<file path="src/rtl/mst_bus_own_pkg.sv">
package mst_bus_own_pkg;

  typedef enum logic [1:0] {
    ST_RESET    = 2'd0,
    ST_INACTIVE = 2'd1,
    ST_PARKED   = 2'd2,
    ST_OWNER    = 2'd3
  } arbState_t;

  typedef struct packed {
    logic drvBus;
    logic drvBd;
    logic startPulse;
    logic needBus;
  } ctlStrobe_t;

  localparam int STROBE_W = $bits(ctlStrobe_t);

endpackage

</file>
<file path="src/rtl/mst_bus_own_ctl.sv">
module mst_bus_own_ctl
  import mst_bus_own_pkg::*;
(
  input  logic       clk,
  input  logic       rstN,
  input  logic       xferReq,
  input  logic       xferDone,
  input  logic       grantIn,
  output ctlStrobe_t strobes
);

  arbState_t curState;
  arbState_t nextState;
  logic      startNow;

  always_comb begin
    nextState = curState;
    startNow  = 1'b0;
    unique case (curState)
      ST_RESET: begin
        nextState = ST_INACTIVE;
      end
      ST_INACTIVE: begin
        if (grantIn && xferReq) begin
          nextState = ST_OWNER;
          startNow  = 1'b1;
        end else if (grantIn) begin
          nextState = ST_PARKED;
        end
      end
      ST_PARKED: begin
        if (!grantIn) begin
          nextState = ST_INACTIVE;
        end else if (xferReq) begin
          nextState = ST_OWNER;
          startNow  = 1'b1;
        end
      end
      ST_OWNER: begin
        if (xferDone) begin
          if (!grantIn) begin
            nextState = ST_INACTIVE;
          end else if (xferReq) begin
            nextState = ST_OWNER;
            startNow  = 1'b1;
          end else begin
            nextState = ST_PARKED;
          end
        end
      end
      default: nextState = ST_RESET;
    endcase
  end

  always_ff @(posedge clk or negedge rstN) begin
    if (!rstN) curState <= ST_RESET;
    else       curState <= nextState;
  end

  always_comb begin
    strobes.drvBus     = (nextState == ST_OWNER) || (nextState == ST_PARKED);
    strobes.drvBd      = (nextState == ST_OWNER);
    strobes.startPulse = startNow;
    strobes.needBus    = (nextState == ST_INACTIVE) && xferReq && (curState != ST_RESET);
  end

endmodule

</file>
<file path="src/rtl/mst_bus_own_dp.sv">
module mst_bus_own_dp
  import mst_bus_own_pkg::*;
(
  input  logic       clk,
  input  logic       rstN,
  input  ctlStrobe_t strobes,
  output logic       busReqOut,
  output logic       busDrivenOut,
  output logic       busOe,
  output logic       xferStart
);

  ctlStrobe_t outReg;

  always_ff @(posedge clk or negedge rstN) begin
    if (!rstN) outReg <= '0;
    else       outReg <= strobes;
  end

  assign busReqOut    = outReg.needBus;
  assign busDrivenOut = outReg.drvBd;
  assign busOe        = outReg.drvBus;
  assign xferStart    = outReg.startPulse;

endmodule

</file>
<file path="src/rtl/mst_bus_own.sv">
module mst_bus_own
  import mst_bus_own_pkg::*;
(
  input  logic clk,
  input  logic rstN,
  input  logic xferReq,
  input  logic xferDone,
  input  logic grantIn,
  output logic busReqOut,
  output logic busDrivenOut,
  output logic busOe,
  output logic xferStart
);

  ctlStrobe_t strobes;

  mst_bus_own_ctl ctl_i (
    .clk      (clk),
    .rstN     (rstN),
    .xferReq  (xferReq),
    .xferDone (xferDone),
    .grantIn  (grantIn),
    .strobes  (strobes)
  );

  mst_bus_own_dp dp_i (
    .clk          (clk),
    .rstN         (rstN),
    .strobes      (strobes),
    .busReqOut    (busReqOut),
    .busDrivenOut (busDrivenOut),
    .busOe        (busOe),
    .xferStart    (xferStart)
  );

endmodule

</file>
<file path="config.mk">
export PLATFORM = sky130hd
export DESIGN_NAME = mst_bus_own
export DESIGN_NICKNAME = d
export VERILOG_FILES = /design/src/rtl/mst_bus_own_pkg.sv /design/src/rtl/mst_bus_own_ctl.sv /design/src/rtl/mst_bus_own_dp.sv /design/src/rtl/mst_bus_own.sv
export SDC_FILE = /design/constraint.sdc
export NUM_CORES = 1
export LEC_CHECK = 0
export ABC_AREA = 1
export BUFFER_PORTS_ARGS = -buffer_cell sky130_fd_sc_hd__buf_2
export CORE_AREA = 2 2 39 41
export CTS_CLUSTER_SIZE = 12
export DETAILED_ROUTE_END_ITERATION = 6
export DIE_AREA = 0 0 41 43
export HOLD_SLACK_MARGIN = 0.15
export PLACE_DENSITY_LB_ADDON = 0.08
export SYNTH_ARGS = -nofsm -noshare
export SYNTH_HDL_FRONTEND = slang
export SYNTH_SLANG_ARGS = --single-unit
export TNS_END_PERCENT = 10
</file>
<file path="constraint.sdc">
create_clock -name clk -period 2.45 [get_ports clk]
set_input_delay 0.245 -clock clk [delete_from_list [all_inputs] [get_ports clk]]
set_output_delay 0.245 -clock clk [all_outputs]
set_load 0.01 [all_outputs]
</file>
Yosys cells after proc, flatten, opt, wreduce, memory -nomap -nowiden
Cells that the tools add are included.

word-level totals
  register bits = 6
  input bits = 5
  output and inout bits = 4

operators by class
  reductions and logical operators = 6
  muxes and demuxes = 13
  eq/ne operators = 6

operators by type and width
  operator                                              number
  two-way mux 2 bit                                     6
  equality test 2 bit (second input constant)           4
  case mux 2 bit (4 select lines)                       1
  two-way mux 1 bit                                     5
  equality test 2 x 1 -> 1 bit (second input constant)  2
  logical AND 1 bit                                     3
  case mux 1 bit (3 select lines)                       1
  zero test 2 bit                                       1
  nonzero test 2 bit                                    1
  logical OR 1 bit                                      1

Depth between registers and ports, before layout
Gate-level depths: netlist (run 1).

  word-level depth = 7
  gate-level depth with buffers = 4
  mapped depth without buffers = 4

By module
A second synthesis (run 1) with hierarchy kept.

second synthesis, totals
  cell total of the unflattened synthesis = 24
  area total of the unflattened synthesis = 242.7 um2

by module, submodules not included
  module           seq. area each (um2)  cells an instance  instances  area an instance (um2)
  mst_bus_own_ctl  50.0                  20                 1          142.6
  mst_bus_own_dp   100.1                 4                  1          100.1

Worst setup path after synthesis (run 1)
No wires, ideal clock.

  kind = register to register
  start point = reg ctl_i.curState[1]
  end point = reg dp_i.outReg (netlist bit dp_i.busReqOut)
  slack = 1633 ps
  clock period less this slack = 817 ps
  buffers on the path = 0
  arrival time = 702 ps
  data required time = 2335 ps
  setup time = 115 ps
  cell stages (with the launch flop) = 5
  cells stage by stage = dfrtp_1 > nor2_1 > inv_2 > nand2_2 > nor2_2

RTL lines
  element                   RTL line               RTL
  start: declaration        mst_bus_own_ctl.sv:12  arbState_t curState;
  start signal: assignment  mst_bus_own_ctl.sv:57  else curState <= nextState;
  end signal: assignment    mst_bus_own_dp.sv:17   else outReg <= strobes;
  end: declaration          mst_bus_own_dp.sv:13   ctlStrobe_t outReg;

Final worst setup path (run 1)
  start point = reg dp_i.outReg (netlist bit dp_i.busOe)
  end point = out busOe

RTL lines
  element           RTL line           RTL
  end: declaration  mst_bus_own.sv:11  output logic busOe,

No word-level cell between the ends.

==> run summary, run 1 <==
The flow ran to the end, and the final reports show no timing, DRC or antenna violations. For the worst-skew pair, the clock arrives at the later sink with an insertion delay of 240 ps. The count of yosys warnings during synthesis came out at 0.

The overall routing resource usage is 0.07972. The distinct cell type count of the synthesized netlist is 10. The hold path depth is 3. The buffers inserted during post-CTS setup optimization came out at 0.

The path with the worst hold slack has its endpoint at ctl_i.curState[0]. The initial antenna violation count came out at 0. Detailed routing placed a total of 41 microns of wire on met3. Setup slack on the critical path of the routed design comes to 1480 ps.

Of the synthesized area, sequential elements account for 0.6593. Setup repair after global routing left no endpoint under its margin. The final clock skew came out at 3.414 ps. The transition time at the pin with the least slew margin is 159.0 ps. Clock-pin slew was measured on the worst setup and hold paths at 50 ps.

The buffer levels on the longest clock path is 2. In the routed design, unresolved DRC markers number 0. TritonCTS built the clock tree. The maximum clock rate is 1031 MHz.

The setup TNS is 0 ps. The die is 43 microns tall. For this run, the detailed router's first-pass iteration total came to 2. The total grt overflow came out at 0. The kind of path behind the tightest hold check is primary input to flip-flop. The synthesized design spends more area on one cell type than any other, namely sky130_fd_sc_hd__dfrtp_1. The number of buffers and inverters on the critical path is 1.

Synthesis produced a netlist with a net count of 26. The worst setup path is launched from a flip-flop. The worst endpoint required time is 2200 ps. The wire length per cell came out at 9.612 microns. The worst hold margin came out at 256.7 ps. After legalization and detailed placement, the total HPWL measured 389 microns. The number of CTS-inserted buffers came out at 3. The cell area power density is 722.0 nW/um^2.

The sum of routed wire length over all layers came out at 471 microns. The post-placement setup slack is 1574 ps. The number of DRC violations after detailed-routing iteration 0 came out at 1.

The count of buffers from port buffering came out at 8. The clock net sink count came out at 6. Measured against its own limit, the worst slew margin works out to 0.8936. The first global-routing pass estimated 793 microns of wire.

The die outline width came out at 41 microns. The detailed-routing wirelength on met1 is 201 microns. The number of setup violations in the final report is 0. The number of global-route vias before repair is 193. The clock period could shrink to 970.4 ps.

The die footprint came out at 1763 sq um. The mean post-synth cell area is 10.84 sq um. CTS placed an instance of sky130_fd_sc_hd__clkbuf_4 at the clock tree root. In this run the worst path has a maximum fanout of 1. The delay of the slowest cell on the worst path came out at 350 ps. The source of the worst hold timing path is xferReq.

The critical path in this run is classified as flip-flop to output pin. The worst register-to-register path begins at ctl_i.curState[1]. The terminus of the critical flop-to-flop path is dp_i.busDrivenOut. The count of antenna diodes in the layout is 0. The fraction of post-synthesis cell area in the top cell type by area came out at 0.6593. The total met2 wirelength after detailed routing came out at 218 microns. At the worst endpoint, the arrival time is 730 ps. The area of the mapped netlist is 227.7 sq um.

The last weighted congestion value of the routability-driven placer is 0.6634. The leakage power summed over all cells came out at 0.0001636 uW. The final hold violation count came out at 0. The max capacitance violation total is 0. The count of vias placed by the detailed router is 194. The post-synthesis register bit count came out at 6. The logic depth of the worst path, buffers included came out at 1. The post-synthesis to final-layout area growth is 40.66%. The number of primary I/O pins is 9. On the critical path, the stage with the largest delay is an instance of sky130_fd_sc_hd__dfrtp_1. Of the cells placed in the final design, the portion with a size suffix greater than 1 is 0.5152. The detail route stage leaves a number of antenna-violating nets equal to 0.

The initial standard-cell utilization of the core is 0.1646. The core region area is 1384 sq um. The worst setup path is captured at an output pin. The peak supply drop came out at 0.2165 mV. The post-cts hold buffer count is 1. The ratio of routed vias to standard cells came out at 3.959.

Row generation in the floorplan step produced 14 rows. The number of pins exceeding their max-slew limit in the final report is 0. In the finished design, the share of the clock period the worst path needs comes to 0.3961.

The count of nets after finishing is 40. Ranked by total cell area, the synthesized netlist is headed by sky130_fd_sc_hd__dfrtp_1 (66%), sky130_fd_sc_hd__nand2_1 (6.6%), sky130_fd_sc_hd__nor2_2 (5.5%), sky130_fd_sc_hd__nand3_1 (4.4%), sky130_fd_sc_hd__nand3_2 (4.4%). The depth of the worst register-to-register path is 4. Walking the worst path, the cells encountered are buf_2. The first element of the critical path is dp_i.busOe.

Counting every instance in the synthesized netlist gives 21. The maximum number of pins on one net before global-route repair came out at 7. The kind of cell with the highest combined delay along the critical path is flip-flops. At the end of the flow the core is filled with cells to 0.2315.

In this run the number of H-tree levels came out at 1. Post-CTS repair changed the size of 0 cells. The reg-to-reg setup timing slack is 1570 ps. The highest metal layer carrying signal wires in the routed design is met4.
==> synthesized netlist by cell type, drive strengths merged <==
library cell and count:
dfrtp 6, inv 2, nand2 5, nand3 3
nor2 4, o21ai 1
==> layer usage <==
layer / vias up / global-route usage
met3: 2 / 0.06283
met4: 0 / 0.1000
li1: 92 / -
met5: - / 0
met1: 91 / 0.07516
met2: 9 / 0.09063
==> power breakdown <==
part           switching, uW  total, uW  leakage, uW  internal, uW
clock network           34.6       90.0    0.0000138          55.3
logic                   17.5       29.7    0.0000792          12.2
registers               4.06        112    0.0000706           108
==> registers in the layout, summed over array words and instances, names as in the netlist <==
| register | cells |
|---|---|
| dp_i.xferStart | 1 |
| ctl_i.curState | 2 |
| dp_i.busReqOut | 1 |
| dp_i.busDrivenOut | 1 |
| dp_i.busOe | 1 |
==> cell usage in the layout (no fill, tap or decap) <==
master and instances:
sky130_fd_sc_hd__dfrtp_1 6, sky130_fd_sc_hd__nor2_2 2, sky130_fd_sc_hd__o21ai_2 1, sky130_fd_sc_hd__nand2_2 1, sky130_fd_sc_hd__buf_2 8, sky130_fd_sc_hd__inv_2 1, sky130_fd_sc_hd__nand2_1 4, sky130_fd_sc_hd__nand3_1 2
sky130_fd_sc_hd__clkbuf_4 3, sky130_fd_sc_hd__inv_1 1, sky130_fd_sc_hd__nor2_1 2, sky130_fd_sc_hd__nand3_2 1, sky130_fd_sc_hd__dlygate4sd3_1 1
==> per-stage QoR <==
stage               std cells  power [uW]  instance area (sq um)
floorplan                  21       127.8                  227.7
global placement           45       142.0                  287.8
detailed placement         45       142.3                  287.8
CTS                        49       238.3                  320.3
global route               49       245.7                  320.3
finish                     49       231.3                  320.3
==> cell type report <==
class                      instances  area (sq um)
tap                               16         20.02
inverter                           2         7.507
fill                             152          1064
clock buffer                       3         22.52
sequential                         6         150.1
multi-input combinational         13         70.07
timing repair buffer               9         50.05
==> kinds of logic after synthesis <==
logic type / share of synthesized area
compound gates: 0.03847
buf+inv: 0.03294
flops: 0.6593
simple gates: 0.2692
==> worst max path at each step <==
stage | to
after floorplan | dp_i.busReqOut
after global placement | dp_i.busDrivenOut
after detailed placement | dp_i.busDrivenOut
after CTS | busOe
after global routing | busDrivenOut
final | busOe
No activity file was read; power rests on OpenSTA's default activity.
==> inputs of run 2 (changes only) <==
- clock period: 2.45 -> 1.01 ns (I/O delays scaled with it)
==> run summary, run 2 (synthesized netlist as in run 1, its figures left out) <==
The total grt overflow came out at 0. The maximum clock rate is 1123 MHz. The overall routing resource usage came out at 0.07778. Headroom to the max-slew limit came out at 0.8827. The number of fillers in the final layout is 156. The global-route wire length before repair is 800 microns. TritonCTS built the clock tree. The number of setup violations in the final report came out at 0. The clock net sink count is 6. The worst endpoint required time came out at 1140 ps.

The power after layout came out at 562.4 uW. The number of CTS-inserted buffers is 3. The family with the most delay on the worst path is flip-flops. The peak supply drop is 0.3934 mV. The top cell types in the final layout, fill and taps aside, are sky130_fd_sc_hd__buf_2 (8), sky130_fd_sc_hd__dfrtp_1 (6), sky130_fd_sc_hd__nand2_1 (4). The count of antenna diodes in the layout is 0. At the end of routability-driven placement, the weighted congestion stood at 0.6922. The detailed-router iteration count before antenna repair is 2.

The worst setup path category is flip-flop to flip-flop. The leakage power summed over all cells came out at 0.0001719 uW. The count of antenna-violating nets left after detailed routing is 0.

In this run the power density over the cells is 1653 nW/um^2. The tightest min-delay check is of the primary input to flip-flop type. Traced cell by cell, the critical path runs through nor2_1 > inv_2 > nand3_1 > nand2_1. The ratio of routed vias to standard cells came out at 3.392.

9 I/O pins were placed. The depth of the worst register-to-register path came out at 4. The setup TNS came out at 0 ps. Measured along the y axis, the die boundary spans 43 microns.

The core region is 1384 sq um. The later pin in the worst-skew pair is clocked with a latency of 240 ps. STA classifies the critical path endpoint as a flip-flop. Across all layers, the routed design uses 173 vias.

The startpoint identified for the worst register-to-register timing path is ctl_i.curState[1]. The number of placement rows is 14. The maximum number of pins on one net before global-route repair is 7. Between clock sinks in the finished design, the worst skew comes to 0.2162 ps. The capture endpoint of the worst hold path is dp_i.busDrivenOut.

The floorplan step defined a die boundary enclosing 1763 sq um. The hold path depth came out at 4. The run finished with clean final reports. Setup repair after global routing left no endpoint under its margin. Timing analysis after detailed placement gives a worst setup slack of 120.2 ps. CTS placed an instance of sky130_fd_sc_hd__clkbuf_4 at the clock tree root. On the worst path, the slowest cell contributes a delay of 410 ps. The nature of the critical path startpoint is a flip-flop.

The count of nets after finishing came out at 42. The final worst setup slack is 119.4 ps. The final hold violation count is 0. The time the worst path needs with I/O delays and setup is 890.6 ps.

The initial standard-cell utilization of the core is 0.1646. The worst register-to-register path has a setup slack of 120 ps. The clock transition at the register clock pins on the worst setup and hold paths after CTS is 40 ps. The number of DRC violations after detailed-routing iteration 0 came out at 2. The residual DRC count is 0. In this run the deepest clock path goes through 2 buffers.

The wire length per cell is 8.941 microns. The number of pins exceeding their max-slew limit in the final report is 0. The initial antenna violation count came out at 0. The number of levels the H-tree was split into came out at 1.

The register with the most flip-flops in the layout has 2 of them. The post-detailed-placement cell area is 287.8 sq um. The sum of routed wire length over all layers is 456 microns. The register name with the most flops is ctl_i.curState. In the final layout, the share of cells above drive strength 1 is 0.4857. The die is 41 microns wide. The tool flagged a number of max-cap violations equal to 0.

Compared with the post-synthesis result, the final layout area differs by 49.45%. The worst hold margin is 158.1 ps. The share of the cycle needed by the critical path after routing came out at 0.8817. The source of the worst hold timing path is xferDone. For the pin with the worst max-slew slack, the measured transition is 175.3 ps.

Data on the critical path arrives at its endpoint at 1020 ps. Together, buffers and inverters on the worst path number 1. The number of global-route vias before repair is 191. Leaving out fill and tap cells, the most frequent cell in the layout is sky130_fd_sc_hd__buf_2.

The count of buffers from port buffering is 8. The final non-filler cell area is 340.3 sq um. The biggest fanout along the worst timing path came out at 3.

The slowest library cell on the worst path is sky130_fd_sc_hd__dfrtp_1. The worst register-to-register path ends at dp_i.busDrivenOut.
## run 2: changes by cell type in the layout (fill, tap and decap cells not counted)
cell / change
sky130_fd_sc_hd__dlygate4sd3_1: +2
## run 2: power breakdown
part | internal (uW) | switching (uW)
sequential | 261 | 9.43
clock | 134 | 80.9
combinational | 34.6 | 42.5
## run 2: worst max path at each step
stage / from / endpoint / slack [ps] / depth (start not counted)
floorplan: ctl_i.curState[1] / dp_i.busReqOut / 190 / 4
global placement: ctl_i.curState[1] / dp_i.busDrivenOut / 120 / 4
detailed placement: ctl_i.curState[1] / dp_i.busDrivenOut / 120 / 4
CTS: ctl_i.curState[1] / dp_i.busDrivenOut / 110 / 4
global route: ctl_i.curState[1] / dp_i.busDrivenOut / 80 / 4
finish: ctl_i.curState[1] / dp_i.busDrivenOut / 120 / 4
## run 2: repair_timing
action,CTS,global route
buffers inserted,0,0
hold buffers,3,0
endpoints found under the hold margin,11,0
setup endpoints to repair,0,0
resized for setup,0,0
## run 2: through the flow
step / utilization / std cells
2_1_floorplan: - / 21
3_5_place_dp: 0.2080 / 45
3_3_place_gp: 0.2080 / 45
4_1_cts: 0.2459 / 51
6_report: 0.2459 / 51
5_1_grt: 0.2459 / 51
## run 2: metal layers
layer	track usage	vias to the layer above	routed length, microns
met5	0	-	0
met4	0.1200	0	0
met3	0.03141	0	28
met2	0.08750	7	216
met1	0.08197	70	211
li1	-	96	-
## run 2: final cells by class
cell class                      instances  area, sq um  area share
Sequential cell                         6        150.1      0.4412
Timing Repair Buffer                   11        70.07      0.2059
Clock buffer                            3        22.52     0.06618
Tap cell                               16        20.02     0.05882
Multi-Input combinational cell         13        70.07      0.2059
Inverter                                2        7.507     0.02206
## run 2: worst min-delay path: stages
cell and delay, ps:
sky130_fd_sc_hd__buf_2 70, sky130_fd_sc_hd__inv_1 40, sky130_fd_sc_hd__nand3_2 90, sky130_fd_sc_hd__nand2_1 60
==> inputs of run 3 (changes only) <==
- PLACE_DENSITY_LB_ADDON: 0.08 -> not set
==> run summary, run 3 (synthesized netlist as in run 1, its figures left out) <==
The run finished with clean final reports. STA classifies the critical path startpoint as a primary input. The number of pins exceeding their max-slew limit in the final report was 0. The last weighted congestion value of the routability-driven placer is 0.7600. The die height came out at 43 microns. In this run the worst hold path is classified as primary input to async pin. The worst endpoint required time came out at 1140 ps. The number of fillers in the final layout came out at 154. After detailed routing, the number of vias per cell comes to 3.654.

In this run the number of H-tree levels came out at 1. In this run the power spent charging and discharging nets is 127.3 uW. The switching part of the total power is 0.2277.

Timing would allow up to 1096 MHz. ctl_i.curState holds more flip-flops than any other register. The first element of the critical path is xferDone. The number of CTS-inserted buffers came out at 3.

In this run the critical register-to-register path is launched from ctl_i.curState[1]. Setup repair after global routing left no endpoint under its margin. The time the worst path needs with I/O delays and setup came out at 912.0 ps.

The overall routing resource usage is 0.06263. Entering global routing, the biggest net connects 7 pins. The master cell of the clock root buffer is sky130_fd_sc_hd__clkbuf_4. In this run the remaining antenna-violating nets after routing total 0. The placed instance count is 45.

The post-synthesis to final-layout area growth is 53.85%. The number of global-route vias before repair is 189. The final hold violation count came out at 0.

The core region area came out at 1384 sq um. The number of placement rows came out at 14. The portion of total power attributed to the clock network is 0.373.

The wire length per cell is 7.692 microns. TritonCTS built the clock tree. The initial standard-cell utilization of the core came out at 0.1646. The top cell types in the final layout, fill and taps aside, are sky130_fd_sc_hd__buf_2 (8), sky130_fd_sc_hd__dfrtp_1 (6), sky130_fd_sc_hd__nand2_1 (4), sky130_fd_sc_hd__dlygate4sd3_1 (4), sky130_fd_sc_hd__clkbuf_4 (3).

The final clock skew came out at 2.038 ps. The final non-filler cell area is 350.3 sq um. The leakage power summed over all cells came out at 0.0001761 uW. The worst setup path is captured at a flip-flop. The flip-flop count of the largest register after layout came out at 2.

After detailed placement, the total cell area comes to 287.8 sq um. The share of power burned in registers is 0.486. Max-cap violations in this run came to 0.

The biggest fanout along the worst timing path is 5. The data arrival time of the critical path is 1040 ps. The worst setup path category is primary input to flip-flop.

In the final timing run, aggregate negative setup slack is 0 ps. The share of the cycle needed by the critical path after routing came out at 0.9030. The die outline width came out at 41 microns. The share of layout cells above drive strength 1 is 0.4722. The final worst setup slack came out at 97.98 ps.

The total grt overflow is 0. The clock passes through at most 2 buffers. The internal power came out at 431.8 uW. The cell area power density came out at 1596 nW/um^2.

The count of vias placed by the detailed router is 190. The count of antenna diodes in the layout came out at 0. Pin placement for this block handled 9 I/O pins. CTS saw 6 sinks. The clock transition at the register clock pins on the worst setup and hold paths after CTS came out at 40 ps. The number of non-filler instances in the completed layout came out at 52.

The later pin in the worst-skew pair is clocked with a latency of 240 ps. The number of setup violations in the final report came out at 0. The share of total power in combinational logic is 0.141.

The residual DRC count came out at 0. The transition time at the pin with the least slew margin came out at 177.5 ps. The sum of routed wire length over all layers is 400 microns.

Prior to clock tree synthesis, the placed netlist has a worst setup slack of 119.1 ps. The die footprint came out at 1763 sq um. The detailed-router iteration count before antenna repair is 1. The first global-routing pass estimated 627 microns of wire. The tightest slew margin relative to the limit is 0.8812. The peak supply drop came out at 0.3202 mV. The final layout contains 43 nets.

The initial antenna violation count came out at 0. During placement, the flow inserted port buffers numbering 8. Leaving out fill and tap cells, the most frequent cell in the layout is sky130_fd_sc_hd__buf_2.

After the first detailed-routing iteration, the DRC count stood at 0.
-- run 3: critical path, cell delays in order --
cell and delay [ps]:
sky130_fd_sc_hd__dlygate4sd3_1 520, sky130_fd_sc_hd__buf_2 110, sky130_fd_sc_hd__inv_1 50, sky130_fd_sc_hd__nand3_2 90
sky130_fd_sc_hd__nand2_1 130, sky130_fd_sc_hd__nor2_2 40
-- run 3: worst paths after layout --
kind / end / slack [ps] / cells after the start
worst max register to register: dp_i.busDrivenOut / 110 / 4
max in group asynchronous: dp_i.busOe / 660 / 2
worst min-delay path: dp_i.xferStart / 210 / 2
min in group clk: dp_i.busOe / 550 / 2
worst max-delay path: dp_i.busReqOut / 100 / 6
worst min register to register: dp_i.busOe / 550 / 2
-- run 3: layer usage --
| layer | vias up | share of wire | global-route usage |
|---|---|---|---|
| met4 | 0 | 0 | 0.1200 |
| met5 | - | 0 | 0 |
| li1 | 98 | - | - |
| met1 | 84 | 0.37 | 0.04262 |
| met2 | 8 | 0.52 | 0.08750 |
| met3 | 0 | 0.11 | 0.01571 |
-- run 3: per-stage QoR --
step	total power, uW	utilization	hold slack, ps
floorplan	310.0	-	-194.6
global placement	340.8	0.2080	-76.52
detailed placement	344.0	0.2080	-72.67
CTS	573.4	0.2532	203.3
global route	598.3	0.2532	226.7
finish	559.1	0.2532	210.7
-- run 3: power by group through the flow --
stage | clock, uW | sequential (uW) | combinational, uW
after floorplan | 0 | 282 | 28.3
after global placement | 0 | 274 | 66.8
after detailed placement | 0 | 276 | 68.4
after CTS | 221 | 272 | 80.0
after global routing | 235 | 274 | 88.7
final | 209 | 272 | 78.6
-- run 3: what timing repair did --
item / in CTS / in global routing
endpoints found under the hold margin: 11 / 0
gates resized for setup: 0 / 0
setup buffers: 0 / 0
setup endpoints to repair: 0 / 0
hold buffers: 4 / 0
-- run 3: area by class of cell --
| class | count | area [sq um] | area share |
|---|---|---|---|
| multi-input combinational | 13 | 70.07 | 0.2000 |
| tap | 16 | 20.02 | 0.05714 |
| sequential | 6 | 150.1 | 0.4286 |
| timing repair buffer | 12 | 80.08 | 0.2286 |
| inverter | 2 | 7.507 | 0.02143 |
| clock buffer | 3 | 22.52 | 0.06429 |
